**src/rtl/usb_bd_pkg.sv**
```systemverilog
package usb_bd_pkg;

    typedef enum logic [1:0] {
        BUF_NONE    = 2'b00,
        BUF_EP0_OUT = 2'b01,
        BUF_ALL     = 2'b10,
        BUF_RSVD    = 2'b11
    } buf_mode_e;

    // True when the endpoint direction owns a descriptor pair in this mode.
    function automatic logic slot_is_double(buf_mode_e m, logic slot_zero);
        case (m)
            BUF_ALL:     return 1'b1;
            BUF_EP0_OUT: return slot_zero;
            default:     return 1'b0;
        endcase
    endfunction

endpackage

```
**src/rtl/usb_pp_bank.sv**
```systemverilog
module usb_pp_bank
    import usb_bd_pkg::*;
#(
    parameter int NUM_SLOTS = 32,
    localparam int SLOT_W   = $clog2(NUM_SLOTS)
) (
    input  logic                 clk,
    input  logic                 rst_n,
    input  logic                 enable,
    input  buf_mode_e            mode,
    input  logic                 clr_ptrs,
    input  logic                 done_valid,
    input  logic [SLOT_W-1:0]    done_slot,
    output logic [NUM_SLOTS-1:0] ptr_vec,
    output logic                 last_odd
);

    typedef struct packed {
        logic [NUM_SLOTS-1:0] ptr;
        logic                 last_odd;
    } bank_t;

    bank_t st_d, st_q;
    logic  done_dbl;

    assign done_dbl = slot_is_double(mode, done_slot == '0);

    always_comb begin
        st_d = st_q;
        if (!enable) begin
            st_d.ptr      = '0;
            st_d.last_odd = 1'b0;
        end else if (clr_ptrs) begin
            st_d.ptr = '0;
        end else if (done_valid) begin
            if (done_dbl) begin
                st_d.last_odd       = st_q.ptr[done_slot];
                st_d.ptr[done_slot] = ~st_q.ptr[done_slot];
            end else begin
                st_d.last_odd = 1'b0;
            end
        end
    end

    always_ff @(posedge clk or negedge rst_n) begin
        if (!rst_n) begin
            st_q <= '0;
        end else begin
            st_q <= st_d;
        end
    end

    assign ptr_vec  = st_q.ptr;
    assign last_odd = st_q.last_odd;

    assert_off_clear_R10: assert property (@(posedge clk) disable iff (!rst_n)
        !enable |=> (ptr_vec == '0 && !last_odd));

    assert_clr_wins_R9: assert property (@(posedge clk) disable iff (!rst_n)
        (enable && clr_ptrs) |=> (ptr_vec == '0 && $stable(last_odd)));

    assert_one_flip_R6: assert property (@(posedge clk) disable iff (!rst_n)
        (enable && !clr_ptrs) |=> ($countones(ptr_vec ^ $past(ptr_vec)) <= 1));

    assert_idle_hold_R6: assert property (@(posedge clk) disable iff (!rst_n)
        (enable && !clr_ptrs && !done_valid) |=> ($stable(ptr_vec) && $stable(last_odd)));

    assert_single_even_R8: assert property (@(posedge clk) disable iff (!rst_n)
        (enable && !clr_ptrs && done_valid && !done_dbl) |=> ($stable(ptr_vec) && !last_odd));

endmodule

```
**src/rtl/usb_bd_map.sv**
```systemverilog
module usb_bd_map
    import usb_bd_pkg::*;
#(
    parameter int NUM_EP   = 16,
    parameter int ADDR_W   = 16,
    parameter int BD_BASE  = 'h400,
    parameter int BD_BYTES = 4,
    localparam int SLOT_W  = $clog2(2 * NUM_EP),
    localparam int IDX_W   = $clog2(4 * NUM_EP)
) (
    input  buf_mode_e         mode,
    input  logic [SLOT_W-1:0] slot,
    input  logic              ptr_bit,
    output logic [IDX_W-1:0]  idx,
    output logic [ADDR_W-1:0] addr
);

    logic [IDX_W-1:0] slot_w;

    assign slot_w = IDX_W'(slot);

    always_comb begin
        case (mode)
            BUF_ALL:     idx = {slot_w[IDX_W-2:0], ptr_bit};
            BUF_EP0_OUT: idx = (slot == '0) ? IDX_W'(ptr_bit) : slot_w + IDX_W'(1);
            default:     idx = slot_w;
        endcase
    end

    assign addr = ADDR_W'(BD_BASE) + ADDR_W'(idx) * ADDR_W'(BD_BYTES);

endmodule

```
**src/rtl/usb_bd_locator.sv**
```systemverilog
module usb_bd_locator
    import usb_bd_pkg::*;
#(
    parameter int NUM_EP   = 16,
    parameter int ADDR_W   = 16,
    parameter int BD_BASE  = 'h400,
    parameter int BD_BYTES = 4,
    localparam int EP_W    = $clog2(NUM_EP),
    localparam int SLOTS   = 2 * NUM_EP,
    localparam int SLOT_W  = $clog2(SLOTS),
    localparam int IDX_W   = $clog2(4 * NUM_EP)
) (
    input  logic              clk,
    input  logic              rst_n,
    input  logic              enable,
    input  logic [1:0]        buf_mode,
    input  logic              clr_ptrs,
    input  logic              xfer_done,
    input  logic [EP_W-1:0]   done_ep,
    input  logic              done_in,
    input  logic [EP_W-1:0]   lookup_ep,
    input  logic              lookup_in,
    output logic [IDX_W-1:0]  bd_index,
    output logic [ADDR_W-1:0] bd_addr,
    output logic              last_odd
);

    buf_mode_e         mode;
    logic [SLOTS-1:0]  ptr_vec;
    logic [SLOT_W-1:0] lookup_slot;
    logic [SLOT_W-1:0] done_slot;

    assign mode        = buf_mode_e'(buf_mode);
    assign lookup_slot = {lookup_ep, lookup_in};
    assign done_slot   = {done_ep, done_in};

    usb_pp_bank #(
        .NUM_SLOTS (SLOTS)
    ) u_bank (
        .clk        (clk),
        .rst_n      (rst_n),
        .enable     (enable),
        .mode       (mode),
        .clr_ptrs   (clr_ptrs),
        .done_valid (xfer_done),
        .done_slot  (done_slot),
        .ptr_vec    (ptr_vec),
        .last_odd   (last_odd)
    );

    usb_bd_map #(
        .NUM_EP   (NUM_EP),
        .ADDR_W   (ADDR_W),
        .BD_BASE  (BD_BASE),
        .BD_BYTES (BD_BYTES)
    ) u_map (
        .mode    (mode),
        .slot    (lookup_slot),
        .ptr_bit (ptr_vec[lookup_slot]),
        .idx     (bd_index),
        .addr    (bd_addr)
    );

    assert_idx_range_R3: assert property (@(posedge clk) disable iff (!rst_n)
        (mode != BUF_ALL) |-> (bd_index <= IDX_W'(SLOTS)));

    assert_single_ignores_ptr_R2: assert property (@(posedge clk) disable iff (!rst_n)
        (mode == BUF_NONE || mode == BUF_RSVD) |-> (bd_index == IDX_W'(lookup_slot)));

endmodule

```
**config.mk**
```make
export PLATFORM = sky130hd
export DESIGN_NAME = usb_bd_locator
export DESIGN_NICKNAME = d
export VERILOG_FILES = /design/src/rtl/usb_bd_pkg.sv /design/src/rtl/usb_pp_bank.sv /design/src/rtl/usb_bd_map.sv /design/src/rtl/usb_bd_locator.sv
export SDC_FILE = /design/constraint.sdc
export NUM_CORES = 1
export LEC_CHECK = 0
export BUFFER_PORTS_ARGS = -buffer_cell sky130_fd_sc_hd__buf_4
export CAP_MARGIN = 20
export CORE_MARGIN = 3
export CORE_UTILIZATION = 38
export DETAILED_ROUTE_END_ITERATION = 6
export SYNTH_ARGS = -nofsm -noshare
export SYNTH_HDL_FRONTEND = slang
export SYNTH_SLANG_ARGS = --single-unit
```
**constraint.sdc**
```tcl
create_clock -name clk -period 2.51 [get_ports clk]
set_clock_uncertainty 0.1 [all_clocks]
set_input_delay 0.502 -clock clk [delete_from_list [all_inputs] [get_ports clk]]
set_output_delay 0.502 -clock clk [all_outputs]
set_load 0.02 [all_outputs]
```
# After elaboration in Yosys (flattened, before gate mapping)
# Index checks and enable logic that the tools add are counted.
[classes]
addsub = 2
magnitude_cmp = 3
eq_ne = 6
n_bitwise = 1
reduce_logical = 5
mux = 16
[ops]
columns = ["cell", "n"]
rows = [
  ["$mux 33", 2],
  ["$mux 32", 2],
  ["$bwmux 32", 1],
  ["$add 11x8->12 const A", 1],
  ["$lt 5x6->1 const B", 2],
  ["$pmux 6 s2", 1],
  ["$bmux 1 s5", 2],
  ["$logic_not 5->1", 2],
  ["$add 5x1->6 const B", 1],
  ["$mux 6", 1],
  ["$ne 3x1->1 const B", 2],
  ["$demux 1 s5", 1],
  ["$ge 5x1->1 const B", 1],
  ["$mux 1", 5],
  ["$reduce_and 2->1", 2],
  ["$eq 2x1->1 const B", 1],
  ["$eq 2x2->1 const B", 1],
  ["$ne 2x1->1 const B", 1],
  ["$ne 2x2->1 const B", 1],
  ["$pmux 1 s2", 1],
  ["$logic_and 1x1->1", 1],
  ["$not 1->1", 1],
]
[word_totals]
word_cells = 35
reg_bits = 33
input_bits = 17
output_inout_bits = 23

# Logic depth before layout (Yosys ltp)
# Gate-level depths: netlist of the first run.
[logic_depth]
depth_word = 9
mapped_depth = 9
depth_no_buf = 7

# Hierarchy
# From an unflattened synthesis of the first run, not the netlist that was laid out.
[hier_totals]
hier_cells = 295
hier_area_um2 = 2706.3
[modules_own_cells]
columns = ["module", "area_each_um2", "instances", "seq_area_each_um2", "cells_each"]
rows = [
  ["usb_pp_bank", 1976.9, 1, 825.8, 197],
  ["usb_bd_map", 404.1, 1, 0.0, 57],
  ["usb_bd_locator", 325.3, 1, 0.0, 41],
]

# Least setup slack after synthesis of the first run
# OpenSTA, ideal clock, no wires.
[synth_path]
kind = "input-to-output"
startpoint = "input lookup_ep[0]"
endpoint = "output bd_index[0]"
path_slack_ps = -858
t_required_ps = 1908
arrival_ps = 2766
n_path_buf = 2
cell_stages = 6
cell_sequence = "buf_4 -> inv_1 -> ha_1 -> or4b_2 -> o311ai_0 -> buf_4"
[synth_via]
elab_chain_cells = 4
word_cells_on_any_way = 5
classes_between = "mux: 4; reduce/logical: 1"
[synth_lines]
columns = ["element", "line_no", "text"]
rows = [
  ["start: declaration", "usb_bd_locator.sv:21", "input logic [EP_W-1:0] lookup_ep,"],
  ["$bmux 1 s5", "usb_bd_locator.sv:59", ".ptr_bit (ptr_vec[lookup_slot]),"],
  ["$mux 1 (not written as such)", "usb_bd_locator.sv:59", ""],
  ["$mux 6", "usb_bd_map.sv:25", "BUF_EP0_OUT: idx = (slot == '0) ? IDX_W'(ptr_bit) : slot_w + IDX_W'(1);"],
  ["$pmux 6 s2 *", "usb_bd_map.sv:23", "case (mode)"],
  ["end: declaration", "usb_bd_locator.sv:23", "output logic [IDX_W-1:0] bd_index,"],
]
# Mark *: on every way between the ends. The rest lies on a longest branch, timed or not. The select of a mux whose other input is x is not followed.

# Worst setup path in the final report of the first run
[layout_path]
startpoint = "register u_bank.st_q (netlist bit u_bank.ptr_vec[5])"
endpoint = "output bd_index[0]"
[layout_via]
elab_chain_cells = 4
[layout_lines]
columns = ["element", "line_no", "text"]
rows = [
  ["start: declaration", "usb_pp_bank.sv:23", "bank_t st_d, st_q;"],
  ["start signal: assignment", "usb_pp_bank.sv:49", "st_q <= st_d;"],
  ["$bmux 1 s5 *", "usb_bd_locator.sv:59", ""],
  ["$mux 1 (not written as such) *", "usb_bd_locator.sv:59", ""],
  ["$mux 6", "usb_bd_map.sv:25", ""],
  ["$pmux 6 s2 *", "usb_bd_map.sv:23", ""],
]
# Marks and branches as above.

==> results of run 1 <==
-- critical path, delay by kind of cell, from the launching register on --
| kind | cells | cell delay [ns] |
|---|---|---|
| DFF | 1 | 0.42 |
| buffers and inverters | 1 | 0.16 |
| muxes | 2 | 0.55 |
| AOI/OAI and AO/OA | 2 | 0.50 |
| and+or+nand+nor | 1 | 0.13 |
-- registers in the layout, summed over array words and instances, names as in the netlist --
| name | count |
|---|---|
| u_bank.last_odd | 1 |
| u_bank.ptr_vec | 32 |
-- cells in the mapped netlist, drive strengths merged, types with 2 or more instances --
library cell and n:
nand2 37, clkbuf 10, nand3 4, nor3 2
nand4 4, nand2b 3, conb 2, and3 2
nand4b 2, a21oi 26, nor4 9, o21ai 28
mux2i 17, buf 28, mux4 14, a32oi 6
a31oi 2, dfrtp 33, nor2 37, nor2b 4
inv 8, ha 4
-- final cells by class --
cell class                      count  area share [%]
Clock buffer                        7            2.67
Tap cell                           96            3.72
Sequential cell                    33            25.5
Timing Repair Buffer               52            13.0
Inverter                            8            1.01
Multi-Input combinational cell    226            54.1
-- layout by cell type, fill, tap and decap left out, types with 2 or more instances in the layout --
cell and count:
nor2b_1 4, o21ai_0 25, nor4_1 8, nor3_1 2, a21oi_2 24, buf_4 44
nand3_1 3, o21ai_2 2, and3_1 2, nand2_1 12, dfrtp_1 33, mux4_1 7
nor2_1 37, nand4b_1 2, a32oi_1 5, mux4_2 7, nand2_2 25, inv_1 6
nand2b_1 3, nand4_1 4, mux2i_1 17, conb_1 10, ha_1 3, a21oi_1 2
buf_6 8, clkbuf_8 6
-- timing repair --
action / CTS / global route
pin swaps: 3 / 1
gates resized for setup: 17 / 0
hold endpoints to repair: 0 / 0
buffers inserted: 2 / 0
endpoints found under the setup margin: 8 / 8
-- power groups by stage --
stage | logic [uW] | registers (uW) | clock network (uW)
after floorplan | 194 | 542 | 0
after global placement | 263 | 543 | 0
after detailed placement | 265 | 543 | 0
after CTS | 280 | 532 | 422
after global routing | 301 | 532 | 440
final | 281 | 532 | 414
-- logic make-up (layout without fill, tap and decap cells) --
logic type | after synthesis | in the layout
simple gates | 113 | 113
compound gates | 68 | 68
buf+inv | 48 | 67
flops | 33 | 33
mux | 31 | 31
fa+ha+maj | 4 | 4
other cells | 2 | 10
-- routing by layer --
layer  global-route usage (%)  up-vias  wire length [um]
li1                         -     1110                 -
met1                     23.8     1107              3320
met2                     27.9       98              3260
met3                     3.77       12               450
met4                     5.32        0               162
met5                        0        -                 0
-- worst max-delay path by stage --
stage	end	slack, ns	depth (start not counted)
after floorplan	bd_index[0]	-0.22	7
after global placement	bd_addr[2]	-0.16	7
after detailed placement	bd_addr[2]	-0.23	7
after CTS	bd_addr[2]	-0.15	7
after global routing	bd_index[0]	-0.24	7
final	bd_index[0]	-0.14	6
-- stage by stage --
step,setup TNS (ns),total power (uW),cells,utilization (%)
after floorplan,-0.434,736,307,-
final,-0.434,1230,422,46.3
after global routing,-1.02,1270,422,46.3
after detailed placement,-1.06,807,413,43.9
after global placement,-0.712,806,413,43.9
after CTS,-0.404,1240,422,46.3
==> impl_metrics.env, run 1 <==
export IMPL_antenna_found_initial=0
export IMPL_period_minus_slack_ns=2.65
export IMPL_core_area_um2=6980
export IMPL_hold_buffers=0
export IMPL_cts_tree="yes"
export IMPL_hold_path_class="input pin to asynchronous set/reset pin"
export IMPL_worstMarginPinSlew_ns=0.609
export IMPL_synth_top_area_share_pct=29.3
export IMPL_avgSynthCellArea_um2=9.42
export IMPL_n_antenna_cell=0
export IMPL_setup_violations=6
export IMPL_reg2regPathDepth=6
export IMPL_net_switching_power_uw=370
export IMPL_fp_dieW_um=92.1
export IMPL_worst_path_max_fanout=3
export IMPL_cpPeakStageDelay_ns=0.46
export IMPL_period_share_pct=105
export IMPL_dieArea_um2=8480
export IMPL_switching_share_pct=30.2
export IMPL_startpoint="u_bank.ptr_vec[5]"
export IMPL_avgRoutedWirePerCell_um=17.0
export IMPL_h_tree_depth=2
export IMPL_synth_edff_count=0
export IMPL_synth_simple_gate_area_share_pct=21.2
export IMPL_rsz0062_at_grt="true"
export IMPL_dp_hpwl_mm=4.93
export IMPL_synth_top_cell_by_area="dfrtp_1"
export IMPL_synth_compound_area_share_pct=17.1
export IMPL_synth_main_ff_cell="dfrtp_1"
export IMPL_drt_iter0_drc=148
export IMPL_synth_cell_types=46
export IMPL_wirelength_mm=7.20
export IMPL_status="complete, but fails checks"
export IMPL_fin_nets=347
export IMPL_grt_overflow_total=0
export IMPL_cp_arrival_ns=2.04
export IMPL_viasPerCell=5.51
export IMPL_seqPwrFrac_pct=43.4
export IMPL_path_clk_slew_ns=0.07
export IMPL_crit_path_end_kind="output port"
export IMPL_finalMaxSlewViolations=0
export IMPL_cts_path_max_buffers=2
export IMPL_syn_area_um2=2820
export IMPL_die_h_um=92.1
export IMPL_yosysSeqAreaShare_pct=29.3
export IMPL_synth_area_leaders="dfrtp_1 29%, a21oi_2 7.5%, mux4_1 6.5%"
export IMPL_numCtsBuffers=5
export IMPL_failed_checks="negative setup slack"
export IMPL_hold_slack_ns=0.0558
export IMPL_row_count=30
export IMPL_pre_cts_ws_ns=-0.229
export IMPL_yosys_area_share_adder_pct=1.78
export IMPL_start_util_pct=40.4
export IMPL_grt_start_max_net_pins=34
export IMPL_io_pins=40
export IMPL_power_density_nw_per_um2=380
export IMPL_hold_viol=0
export IMPL_crit_chain="mux2i_1 -> mux4_2 -> a32oi_2 -> nand3_2 -> o311ai_4 -> buf_6"
export IMPL_drc=0
export IMPL_synthMuxAreaShare_pct=18.2
export IMPL_io_buffers=29
export IMPL_reg2reg_from="u_bank.ptr_vec[17]"
export IMPL_clock_latency_ns=0.29
export IMPL_fmax_ghz=0.378
export IMPL_r2r_setup_slack_ns=0.42
export IMPL_synth_seq_cells=33
export IMPL_yosysWarnings=0
export IMPL_postSynthCellCount=299
export IMPL_cap_violations=0
export IMPL_vdd_ir_drop_worst_uv=240
export IMPL_cts_root_buffer="clkbuf_8"
export IMPL_grt_pass1_wl_mm=11.9
export IMPL_ant_nets=0
export IMPL_cp_start_kind="register"
export IMPL_clock_sinks=33
export IMPL_vias=2327
export IMPL_first_pass_iters=4
export IMPL_grt_pass1_vias=2250
export IMPL_postLayoutSetupSlackWorst_ns=-0.137
export IMPL_fill_cells=692
export IMPL_pwr_share_clk_pct=33.7
export IMPL_critical_path_class="register to output port"
export IMPL_synth_xor_xnor_area_share_pct=0
export IMPL_multiInputGateArea_um2=1750
export IMPL_synth_top_family_by_area="simple AND/OR/NAND/NOR gates"
export IMPL_reg2reg_to="u_bank.last_odd"
export IMPL_slew_headroom_pct=59.3
export IMPL_p_int_uw=857
export IMPL_comb_power_share_pct=22.9
export IMPL_seq_area_um2=826
export IMPL_drive_gt1_share_pct=39.6
export IMPL_final_area_um2=3230
export IMPL_slowest_stage="mux4_2"
export IMPL_async_reset_ff_share_pct=100
export IMPL_crit_required_ns=1.91
export IMPL_p_leak_uw=0.00127
export IMPL_place_area_um2=3070
export IMPL_syn2layout_area_growth_pct=14.7
export IMPL_grt_usage_pct=17.5
export IMPL_routabilityCongestion=0.835
Note: power is estimated with default switching activity, not from simulation.
==> inputs of run 2 (changes only) <==
--- a/config.mk
+++ b/config.mk
@@ -7,9 +7,12 @@
 export LEC_CHECK = 0
 export BUFFER_PORTS_ARGS = -buffer_cell sky130_fd_sc_hd__buf_4
 export CAP_MARGIN = 20
+export CELL_PAD_IN_SITES_DETAIL_PLACEMENT = 0
+export CELL_PAD_IN_SITES_GLOBAL_PLACEMENT = 1
 export CORE_MARGIN = 3
 export CORE_UTILIZATION = 38
 export DETAILED_ROUTE_END_ITERATION = 6
+export PLACE_DENSITY_LB_ADDON = 0.1
 export SYNTH_ARGS = -nofsm -noshare
 export SYNTH_HDL_FRONTEND = slang
 export SYNTH_SLANG_ARGS = --single-unit
==> run 2 against run 1 <==
The flow still finishes with violations (negative setup slack). Critical path type unchanged. Global-route usage rose by 1.2 points. Largest power group unchanged. Setup slack got worse by 0.023 ns. Sequential share of layout area fell by 1.0 points. Register-to-register slack got worse by 0.13 ns. Flip-flop and latch count did not move. Via count rose by 0.34%. Power rose by 4.9%. Sequential power barely moved. Utilization rose by 2.0 points. Wire length rose by 8.4%.
==> impl_metrics.env, run 2 (synthesis results as in run 1) <==
export IMPL_final_area_um2=3370
export IMPL_drive_gt1_share_pct=41.3
export IMPL_comb_power_share_pct=23.8
export IMPL_status="complete, but fails checks"
export IMPL_worstMarginPinSlew_ns=0.644
export IMPL_slowest_stage="mux4_2"
export IMPL_pre_cts_ws_ns=-0.232
export IMPL_dp_hpwl_mm=5.38
export IMPL_io_pins=40
export IMPL_cts_path_max_buffers=2
export IMPL_clock_latency_ns=0.29
export IMPL_failed_checks="negative setup slack"
export IMPL_first_pass_iters=4
export IMPL_r2r_setup_slack_ns=0.29
export IMPL_clock_sinks=33
export IMPL_syn2layout_area_growth_pct=19.6
export IMPL_crit_chain="mux2i_1 -> mux4_2 -> a32oi_2 -> buf_4 -> nand4_1 -> o311ai_4 -> buf_6"
export IMPL_die_h_um=92.1
export IMPL_numCtsBuffers=5
export IMPL_rsz0062_at_grt="true"
export IMPL_period_minus_slack_ns=2.67
export IMPL_viasPerCell=5.46
export IMPL_fill_cells=694
export IMPL_fp_dieW_um=92.1
export IMPL_slew_headroom_pct=56.9
export IMPL_layout_common_cells="41 x buf_4, 37 x nor2_1, 33 x dfrtp_1"
export IMPL_fmax_ghz=0.375
export IMPL_cp_arrival_ns=2.07
export IMPL_crit_required_ns=1.91
export IMPL_worst_path_max_fanout=3
export IMPL_reg2reg_from="u_bank.ptr_vec[13]"
export IMPL_net_switching_power_uw=385
export IMPL_ant_nets=0
export IMPL_routabilityCongestion=0.952
export IMPL_layout_commonest_cell="buf_4"
export IMPL_critical_path_class="register to output port"
export IMPL_pwr_share_clk_pct=34.8
export IMPL_io_buffers=29
export IMPL_antenna_found_initial=0
export IMPL_grt_overflow_total=0
export IMPL_power_density_nw_per_um2=382
export IMPL_cap_violations=0
export IMPL_dieArea_um2=8480
export IMPL_path_clk_slew_ns=0.08
export IMPL_hold_path_class="input pin to asynchronous set/reset pin"
export IMPL_hold_buffers=0
export IMPL_cp_start_kind="register"
export IMPL_crit_path_end_kind="output port"
export IMPL_grt_pass1_vias=2225
export IMPL_p_leak_uw=0.00133
export IMPL_grt_pass1_wl_mm=12.5
export IMPL_final_cells=428
export IMPL_grt_usage_pct=18.7
export IMPL_setup_violations=4
export IMPL_core_area_um2=6980
export IMPL_reg2regPathDepth=7
export IMPL_cts_tree="yes"
export IMPL_h_tree_depth=2
export IMPL_drc=0
export IMPL_row_count=30
export IMPL_place_area_um2=3090
export IMPL_finalMaxSlewViolations=0
export IMPL_postLayoutSetupSlackWorst_ns=-0.160
export IMPL_wirelength_mm=7.80
export IMPL_cpPeakStageDelay_ns=0.49
export IMPL_reg2reg_to="u_bank.ptr_vec[12]"
export IMPL_p_int_uw=902
export IMPL_vias=2335
export IMPL_vdd_ir_drop_worst_uv=181
export IMPL_grt_start_max_net_pins=34
export IMPL_n_antenna_cell=0
export IMPL_start_util_pct=40.4
export IMPL_dp_cells=415
export IMPL_fin_setup_tns_ns=-0.381
export IMPL_drt_iter0_drc=154
export IMPL_cts_root_buffer="clkbuf_8"
export IMPL_switching_share_pct=29.9
export IMPL_period_share_pct=106
export IMPL_seqPwrFrac_pct=41.4
export IMPL_hold_viol=0
export IMPL_largest_register_ffs=32
export IMPL_avgRoutedWirePerCell_um=18.2
export IMPL_fin_nets=352
run 2: routing by layer:
layer  up-vias  track usage, %  wire, um
li1       1118               -         -
met1      1148            25.9      3750
met4         0            5.32        46
met2        65            30.2      3660
met5         -               0         0
met3         4            3.04       338
run 2: how the worst max path moves through the flow:
stage | startpoint | endpoint | cells past startpoint
finish | u_bank.ptr_vec[5] | bd_index[0] | 7
detailed placement | lookup_ep[1] | bd_index[0] | 7
global placement | lookup_ep[1] | bd_addr[2] | 7
floorplan | lookup_ep[1] | bd_index[0] | 7
global route | u_bank.ptr_vec[4] | bd_addr[2] | 6
CTS | u_bank.ptr_vec[4] | bd_index[0] | 7
run 2: through the flow:
step	total power [uW]	hold slack, ns	utilization (%)
final	1290	0.0510	48.3
after global routing	1340	0.0735	48.3
after CTS	1290	0.0661	47.5
after detailed placement	814	0.383	44.3
after global placement	814	0.390	44.3
after floorplan	736	0.106	-
run 2: critical path: cells and delay by family, from the launching register on:
kind | cells | cell delay, ns
AO/OA/AOI/OAI | 2 | 0.36
buffers and inverters | 2 | 0.30
flip-flops | 1 | 0.40
multiplexers | 2 | 0.58
AND/OR/NAND/NOR | 1 | 0.13
run 2: what timing repair did:
action,in CTS,in global routing
pin swaps,6,3
setup buffers,5,0
endpoints found under the setup margin,8,8
resized for setup,22,9
run 2: power by group through the flow:
stage	Clock [uW]	Sequential, uW	Combinational [uW]
6_report	449	532	306
5_1_grt	485	532	327
4_1_cts	462	532	292
3_5_place_dp	0	543	271
3_3_place_gp	0	543	272
2_1_floorplan	0	542	194
run 2: final cells by class:
class / instances / area [um^2] / area share, %
clock buffers: 7 / 96.3 / 2.86
clock inverters: 1 / 5.00 / 0.149
inverters: 8 / 35.0 / 1.04
multi-input cells: 226 / 1780 / 52.9
flip-flops and latches: 33 / 826 / 24.5
well taps: 96 / 120 / 3.56
repair buffers: 57 / 505 / 15.0
